File: src/rtl/adc_pm_pkg.sv
package adc_pm_pkg;
  typedef enum logic [1:0] {
    OP_READ  = 2'd0,
    OP_SLEEP = 2'd1,
    OP_WAKE  = 2'd2,
    OP_NOP   = 2'd3
  } op_e;

  typedef enum logic [2:0] {
    ST_IDLE,
    ST_SETUP,
    ST_LOW,
    ST_HIGH,
    ST_QUIET,
    ST_PWRUP
  } st_e;

  localparam int unsigned FRAME_EDGES = 16;
  localparam int unsigned WORD_W      = 16;
  localparam int unsigned CODE_W      = 12;
endpackage

File: src/rtl/adc_pm_cnt.sv
module adc_pm_cnt #(
  parameter int unsigned W = 8
) (
  input  logic         clk_i,
  input  logic         rst_ni,
  input  logic         clr_i,
  input  logic [W-1:0] lim_i,
  output logic         done_o
);
  logic [W-1:0] cnt_q;

  assign done_o = !clr_i && (cnt_q == lim_i - W'(1));

  always_ff @(posedge clk_i or negedge rst_ni) begin
    if (!rst_ni)             cnt_q <= '0;
    else if (clr_i || done_o) cnt_q <= '0;
    else                     cnt_q <= cnt_q + W'(1);
  end
endmodule

File: src/rtl/adc_pm_rx.sv
module adc_pm_rx #(
  parameter int unsigned WORD_W = 16,
  parameter int unsigned CODE_W = 12
) (
  input  logic              clk_i,
  input  logic              rst_ni,
  input  logic              smp_i,
  input  logic              sdata_i,
  output logic [CODE_W-1:0] code_o,
  output logic              lead_nz_o
);
  logic [WORD_W-1:0] sh_q;

  always_ff @(posedge clk_i or negedge rst_ni) begin
    if (!rst_ni)    sh_q <= '0;
    else if (smp_i) sh_q <= {sh_q[WORD_W-2:0], sdata_i};
  end

  assign code_o    = sh_q[CODE_W-1:0];
  assign lead_nz_o = |sh_q[WORD_W-1:CODE_W];
endmodule

File: src/rtl/adc_pm_fsm.sv
module adc_pm_fsm
  import adc_pm_pkg::*;
#(
  parameter int unsigned HALF_CYC    = 2,
  parameter int unsigned QUIET_CYC   = 4,
  parameter int unsigned PWRUP_CYC   = 50,
  parameter int unsigned SLEEP_EDGES = 8,
  parameter int unsigned CW          = 8
) (
  input  logic          clk_i,
  input  logic          rst_ni,
  input  logic          cmd_valid_i,
  input  logic [1:0]    cmd_op_i,
  input  logic          done_i,
  output logic          cnt_clr_o,
  output logic [CW-1:0] lim_o,
  output logic          smp_o,
  output logic          cs_no,
  output logic          sclk_o,
  output logic          busy_o,
  output logic          valid_o,
  output logic          err_o,
  output logic          powered_o
);
  localparam int unsigned EW = $clog2(FRAME_EDGES + 1);

  st_e          st_q;
  op_e          op_q;
  logic [EW-1:0] edges_q;
  logic [EW-1:0] last_edge;

  assign last_edge = (op_q == OP_SLEEP) ? EW'(SLEEP_EDGES) : EW'(FRAME_EDGES);
  assign cnt_clr_o = (st_q == ST_IDLE);
  assign smp_o     = (st_q == ST_LOW) && done_i;
  assign busy_o    = (st_q != ST_IDLE);

  always_comb begin
    unique case (st_q)
      ST_SETUP, ST_LOW, ST_HIGH: lim_o = CW'(HALF_CYC);
      ST_QUIET:                  lim_o = CW'(QUIET_CYC);
      ST_PWRUP:                  lim_o = CW'(PWRUP_CYC);
      default:                   lim_o = CW'(1);
    endcase
  end

  always_ff @(posedge clk_i or negedge rst_ni) begin
    if (!rst_ni) begin
      st_q      <= ST_IDLE;
      op_q      <= OP_READ;
      edges_q   <= '0;
      cs_no     <= 1'b1;
      sclk_o    <= 1'b1;
      valid_o   <= 1'b0;
      err_o     <= 1'b0;
      powered_o <= 1'b1;
    end else begin
      valid_o <= 1'b0;
      err_o   <= 1'b0;
      unique case (st_q)
        ST_IDLE: if (cmd_valid_i && op_e'(cmd_op_i) != OP_NOP) begin
          if (op_e'(cmd_op_i) == OP_READ && !powered_o) begin
            err_o <= 1'b1;
          end else begin
            op_q  <= op_e'(cmd_op_i);
            cs_no <= 1'b0;
            st_q  <= ST_SETUP;
          end
        end
        ST_SETUP: if (done_i) begin
          sclk_o  <= 1'b0;
          edges_q <= EW'(1);
          st_q    <= ST_LOW;
        end
        ST_LOW: if (done_i) begin
          sclk_o <= 1'b1;
          st_q   <= ST_HIGH;
        end
        ST_HIGH: if (done_i) begin
          if (edges_q == last_edge) begin
            cs_no <= 1'b1;
            st_q  <= ST_QUIET;
            if (op_q == OP_READ)  valid_o   <= 1'b1;
            if (op_q == OP_SLEEP) powered_o <= 1'b0;
          end else begin
            sclk_o  <= 1'b0;
            edges_q <= edges_q + EW'(1);
            st_q    <= ST_LOW;
          end
        end
        ST_QUIET: if (done_i) st_q <= (op_q == OP_WAKE) ? ST_PWRUP : ST_IDLE;
        ST_PWRUP: if (done_i) begin
          powered_o <= 1'b1;
          st_q      <= ST_IDLE;
        end
        default: st_q <= ST_IDLE;
      endcase
    end
  end
endmodule

File: src/rtl/adc_pm_reader.sv
module adc_pm_reader
  import adc_pm_pkg::*;
#(
  parameter int unsigned HALF_CYC    = 2,
  parameter int unsigned QUIET_CYC   = 4,
  parameter int unsigned PWRUP_CYC   = 50,
  parameter int unsigned SLEEP_EDGES = 8
) (
  input  logic              clk_i,
  input  logic              rst_ni,
  input  logic              cmd_valid_i,
  input  logic [1:0]        cmd_op_i,
  input  logic              sdata_i,
  output logic              cs_no,
  output logic              sclk_o,
  output logic              busy_o,
  output logic              valid_o,
  output logic [CODE_W-1:0] result_o,
  output logic              lead_err_o,
  output logic              err_o,
  output logic              powered_o
);
  localparam int unsigned MAX_A = (HALF_CYC > QUIET_CYC) ? HALF_CYC : QUIET_CYC;
  localparam int unsigned MAX_L = (MAX_A > PWRUP_CYC) ? MAX_A : PWRUP_CYC;
  localparam int unsigned CW    = $clog2(MAX_L + 1) + 1;

  logic          cnt_clr, cnt_done, smp, lead_nz;
  logic [CW-1:0] lim;

  adc_pm_cnt #(.W(CW)) u_cnt (
    .clk_i  (clk_i),
    .rst_ni (rst_ni),
    .clr_i  (cnt_clr),
    .lim_i  (lim),
    .done_o (cnt_done)
  );

  adc_pm_fsm #(
    .HALF_CYC   (HALF_CYC),
    .QUIET_CYC  (QUIET_CYC),
    .PWRUP_CYC  (PWRUP_CYC),
    .SLEEP_EDGES(SLEEP_EDGES),
    .CW         (CW)
  ) u_fsm (
    .clk_i      (clk_i),
    .rst_ni     (rst_ni),
    .cmd_valid_i(cmd_valid_i),
    .cmd_op_i   (cmd_op_i),
    .done_i     (cnt_done),
    .cnt_clr_o  (cnt_clr),
    .lim_o      (lim),
    .smp_o      (smp),
    .cs_no      (cs_no),
    .sclk_o     (sclk_o),
    .busy_o     (busy_o),
    .valid_o    (valid_o),
    .err_o      (err_o),
    .powered_o  (powered_o)
  );

  adc_pm_rx #(.WORD_W(WORD_W), .CODE_W(CODE_W)) u_rx (
    .clk_i    (clk_i),
    .rst_ni   (rst_ni),
    .smp_i    (smp),
    .sdata_i  (sdata_i),
    .code_o   (result_o),
    .lead_nz_o(lead_nz)
  );

  assign lead_err_o = valid_o && lead_nz;
endmodule

File: config.mk
export PLATFORM = sky130hd
export DESIGN_NAME = adc_pm_reader
export DESIGN_NICKNAME = d
export VERILOG_FILES = /design/src/rtl/adc_pm_pkg.sv /design/src/rtl/adc_pm_cnt.sv /design/src/rtl/adc_pm_rx.sv /design/src/rtl/adc_pm_fsm.sv /design/src/rtl/adc_pm_reader.sv
export SDC_FILE = /design/constraint.sdc
export NUM_CORES = 1
export LEC_CHECK = 0
export BUFFER_PORTS_ARGS = -buffer_cell sky130_fd_sc_hd__buf_4
export CAP_MARGIN = 20
export CORE_UTILIZATION = 45
export DETAILED_ROUTE_END_ITERATION = 10
export GPL_TIMING_DRIVEN = 0
export PLACE_DENSITY = 0.67
export SLEW_MARGIN = 20
export SYNTH_ARGS = -nofsm -noshare
export SYNTH_HDL_FRONTEND = slang
export SYNTH_SLANG_ARGS = --single-unit
export TNS_END_PERCENT = 100
File: constraint.sdc
create_clock -name clk_i -period 2.4 [get_ports clk_i]
set_input_delay 0.48 -clock clk_i [delete_from_list [all_inputs] [get_ports clk_i]]
set_output_delay 0.48 -clock clk_i [all_outputs]
set_load 0.1 [all_outputs]
==> results.py <==
metrics = {
    "worst_setup_path": {
        "required_ps": 2570,
        "worst_path_max_delay_cell": "sky130_fd_sc_hd__dfrtp_1",
        "critPathLaunchType": "flip-flop",
        "end_kind": "flip-flop",
        "critPathBufInv": 3,
        "crit_arrival_ps": 2510,
        "critical_path.max_fanout": 10,
        "critical-path-top-delay-family": "buffers and inverters",
        "worst_path_largest_cell_delay_ps": 380,
        "path_cells": "buf_6 -> clkbuf_16 -> a21o_1 -> ha_4 -> xor2_2 -> nor4_4 -> o21a_4 -> nand3_4 -> buf_12 -> mux2_4",
        "critical_path_class": "reg2reg",
    },
    "yosys": {
        "syn_inst": 191,
        "synth_sequential_area_ratio_pct": 45.4,
        "synthDistinctLibCells": 49,
        "net_count_synth": 201,
        "netlist.top_cell.by_area": "sky130_fd_sc_hd__dfrtp_1",
        "edff_count_synth": 0,
        "synth-async-reset-ratio_pct": 100,
        "netlist_area_sq_um": 2100,
        "postSynthRegisterBits": 38,
        "synth_area_per_cell_sq_um": 11.0,
        "post_synth_main_area_contributors": "sky130_fd_sc_hd__dfrtp_1 42%, sky130_fd_sc_hd__mux2_4 7.1%, sky130_fd_sc_hd__mux2_2 4.8%",
        "ys_flop_type": "sky130_fd_sc_hd__dfrtp_1",
        "yosys_warnings": 0,
        "netlist.area_leader.share_pct": 41.6,
    },
    "sta": {
        "worst_slew_margin_rel_pct": 67.1,
        "highest_clock_rate_mhz": 428,
        "setup-violations-final": 0,
        "grt_setup_unrepaired": "yes",
        "timing.final.hold_violations": 0,
        "finalMaxSlewViolations": 0,
        "max_slew.worst_pin.slew_ps": 494,
        "hold_slack_ps": 153,
        "clock_skew_ps": 6.32,
        "timing.final.crit_period_ps": 2340,
        "finalCritPeriodShare_pct": 97.5,
        "setup_tns_ps": 0,
    },
    "pwr": {
        "seqPwrFrac_pct": 27.0,
        "power.share.switching_pct": 43.7,
        "irDropWorstVdd_v": 0.000501,
        "switch_pwr_uw": 1580,
        "clock_power_share_pct": 18.5,
        "power.density_cell_area_nw_per_um2": 1350,
        "internal_power_uw": 2030,
        "static-leakage-power_uw": 0.00126,
        "pwr-share-comb_pct": 54.5,
    },
    "cts": {
        "clkTransAtPathRegs_ps": 70,
        "worst_skew_pair.late_latency_ps": 290,
        "ctsLongestPathBuffers": 2,
        "cts_inserted_buffers": 5,
        "tritoncts": "yes",
        "clock_tree.root_cell": "sky130_fd_sc_hd__clkbuf_8",
        "clock-sinks": 38,
        "htree_levels": 2,
    },
    "floorplanning": {
        "ios": 25,
        "fp.coreArea_sq_um": 4410,
        "rows": 24,
        "dieArea_sq_um": 4950,
        "die_extent_in_y_microns": 70.4,
        "floorplan.initialDensity_pct": 47.6,
        "floorplan.die.width_microns": 70.4,
    },
    "routing": {
        "detailroute.via_count": 1480,
        "drc_errors": 0,
        "vias_per_cell": 5.17,
        "pre_antenna_drt_iters": 4,
        "route.detailed.wl_per_inst_microns": 13.8,
        "total_detailed_routing_wirelength_mm": 3.94,
        "drtIter0Drc": 53,
        "antenna_left": 0,
    },
    "global_route": {
        "grt_pass1_vias": 1534,
        "grt_overflow": 0,
        "grt_max_degree": 39,
        "groute.usage.overall_pct": 18.0,
        "antenna_violations_before_repair": 0,
        "grt_first_pass_wirelength_mm": 7.00,
    },
    "layout": {
        "synthToLayoutAreaGrowth_pct": 26.8,
        "post-route-util_pct": 60.4,
        "layout_commonest_cell": "sky130_fd_sc_hd__buf_4",
        "fin_nets": 243,
        "drive_gt1_share_pct": 41.5,
        "commonest_cells_after_routing_fill_and_taps_aside": "46 x sky130_fd_sc_hd__buf_4, 35 x sky130_fd_sc_hd__dfrtp_1, 14 x sky130_fd_sc_hd__nor2_1, 14 x sky130_fd_sc_hd__o21ai_0, 10 x sky130_fd_sc_hd__mux2_4",
        "antenna_cells_inserted": 0,
    },
    "status": {
        "run_status": "finished clean",
    },
    "hold_path": {
        "min_delay_path_class": "in2async",
    },
    "place": {
        "globalplace.congestion": 0.779,
        "port_buffers": 24,
        "dp.final_hpwl_mm": 2.68,
    },
    "run": {
        "timing.max_cap.violations": 0,
    },
}
what timing repair did:
action                                  in CTS  in global routing
setup buffers                               10                  1
gates resized for setup                     13                  1
pin swaps                                    3                  1
endpoints found under the setup margin      32                 25
hold buffers                                 0                  0
endpoints found under the hold margin        0                  0
cloned                                       0                  0
power by group through the flow:
stage / Clock (uW) / Combinational (uW) / Sequential, uW
3_5_place_dp: 0 / 1850 / 991
5_1_grt: 711 / 2110 / 1000
4_1_cts: 684 / 1980 / 974
3_3_place_gp: 0 / 1830 / 991
2_1_floorplan: 0 / 1450 / 1070
6_report: 666 / 1970 / 974
cell families after synthesis:
| logic type | Yosys count | synth area share, % |
|---|---|---|
| and+or+nand+nor | 62 | 17.2 |
| buffers and inverters | 25 | 7.61 |
| DFF | 38 | 45.4 |
| muxes | 19 | 12.0 |
| adders and majority gates | 4 | 2.38 |
| xor gates and xnor gates | 9 | 3.75 |
| AOI/OAI and AO/OA | 34 | 11.7 |
flip-flops by register name, indices dropped and copies added, names as in the netlist, 2 cells and up:
register       count
u_fsm.edges_q      5
u_rx.sh_q         16
u_cnt.cnt_q        7
u_fsm.op_q         2
u_fsm.st_q         3
synthesized netlist by cell type, types with 2 or more instances:
| cell type | instances |
|---|---|
| sky130_fd_sc_hd__nand2_1 | 8 |
| sky130_fd_sc_hd__mux2_4 | 10 |
| sky130_fd_sc_hd__buf_2 | 2 |
| sky130_fd_sc_hd__clkbuf_1 | 2 |
| sky130_fd_sc_hd__dfstp_2 | 3 |
| sky130_fd_sc_hd__ha_1 | 4 |
| sky130_fd_sc_hd__xor2_1 | 3 |
| sky130_fd_sc_hd__xnor2_1 | 6 |
| sky130_fd_sc_hd__nor3_1 | 4 |
| sky130_fd_sc_hd__inv_1 | 7 |
| sky130_fd_sc_hd__o311ai_1 | 2 |
| sky130_fd_sc_hd__o21ai_0 | 14 |
| sky130_fd_sc_hd__nand2b_1 | 4 |
| sky130_fd_sc_hd__nor2_1 | 15 |
| sky130_fd_sc_hd__a21oi_1 | 4 |
| sky130_fd_sc_hd__buf_4 | 12 |
| sky130_fd_sc_hd__mux2_2 | 9 |
| sky130_fd_sc_hd__or2_1 | 2 |
| sky130_fd_sc_hd__nand3b_1 | 4 |
| sky130_fd_sc_hd__nor2b_1 | 5 |
| sky130_fd_sc_hd__dfrtp_1 | 35 |
| sky130_fd_sc_hd__nand3_1 | 9 |
routing by layer:
layer | GRT usage (%) | wire length (microns) | vias to the layer above
li1 | - | - | 744
met1 | 22.7 | 1870 | 703
met2 | 30.2 | 1880 | 27
met3 | 4.33 | 138 | 6
met4 | 6.00 | 58 | 0
met5 | 0 | 0 | -
area by class of cell:
cell class                      count  area, sq um
Buffer                             18          170
Clock buffer                        6         82.6
Clock inverter                      2         60.1
Fill cell                         400         1750
Inverter                            7         26.3
Multi-Input combinational cell    128         1040
Sequential cell                    38          955
Tap cell                           52         65.1
Timing Repair Buffer               35          267
worst paths after layout:
| path | from | endpoint | slack [ps] | depth (start not counted) |
|---|---|---|---|---|
| setup / recovery | u_fsm.st_q[1] | u_rx.sh_q[13] | 60 | 10 |
| hold / removal | rst_ni | u_rx.sh_q[10] | 150 | 1 |
| setup reg to reg | u_fsm.st_q[1] | u_rx.sh_q[13] | 60 | 10 |
| hold reg to reg | u_fsm.cs_no | u_fsm.cs_no | 490 | 2 |
| max in group asynchronous | rst_ni | u_fsm.powered_o | 1890 | 1 |
| min in group clk_i | cmd_op_i[1] | u_fsm.err_o | 380 | 2 |
worst register-to-register path, stage by stage (launching register included):
cell	delay, ps
sky130_fd_sc_hd__dfrtp_1	380
sky130_fd_sc_hd__buf_6	140
sky130_fd_sc_hd__clkbuf_16	160
sky130_fd_sc_hd__a21o_1	180
sky130_fd_sc_hd__ha_4	170
sky130_fd_sc_hd__xor2_2	160
sky130_fd_sc_hd__nor4_4	290
sky130_fd_sc_hd__o21a_4	200
sky130_fd_sc_hd__nand3_4	90
sky130_fd_sc_hd__buf_12	160
sky130_fd_sc_hd__mux2_4	290
stage by stage:
stage               cells  cell area (sq um)  worst slack (ps)  total power, uW
floorplan             191               2120             0.571             2520
detailed placement    267               2370              -312             2840
CTS                   285               2650             -35.7             3640
global placement      267               2370              -292             2820
global route          286               2670             -40.8             3820
finish                286               2670              61.2             3610
Note: power is estimated with default switching activity, not from simulation.
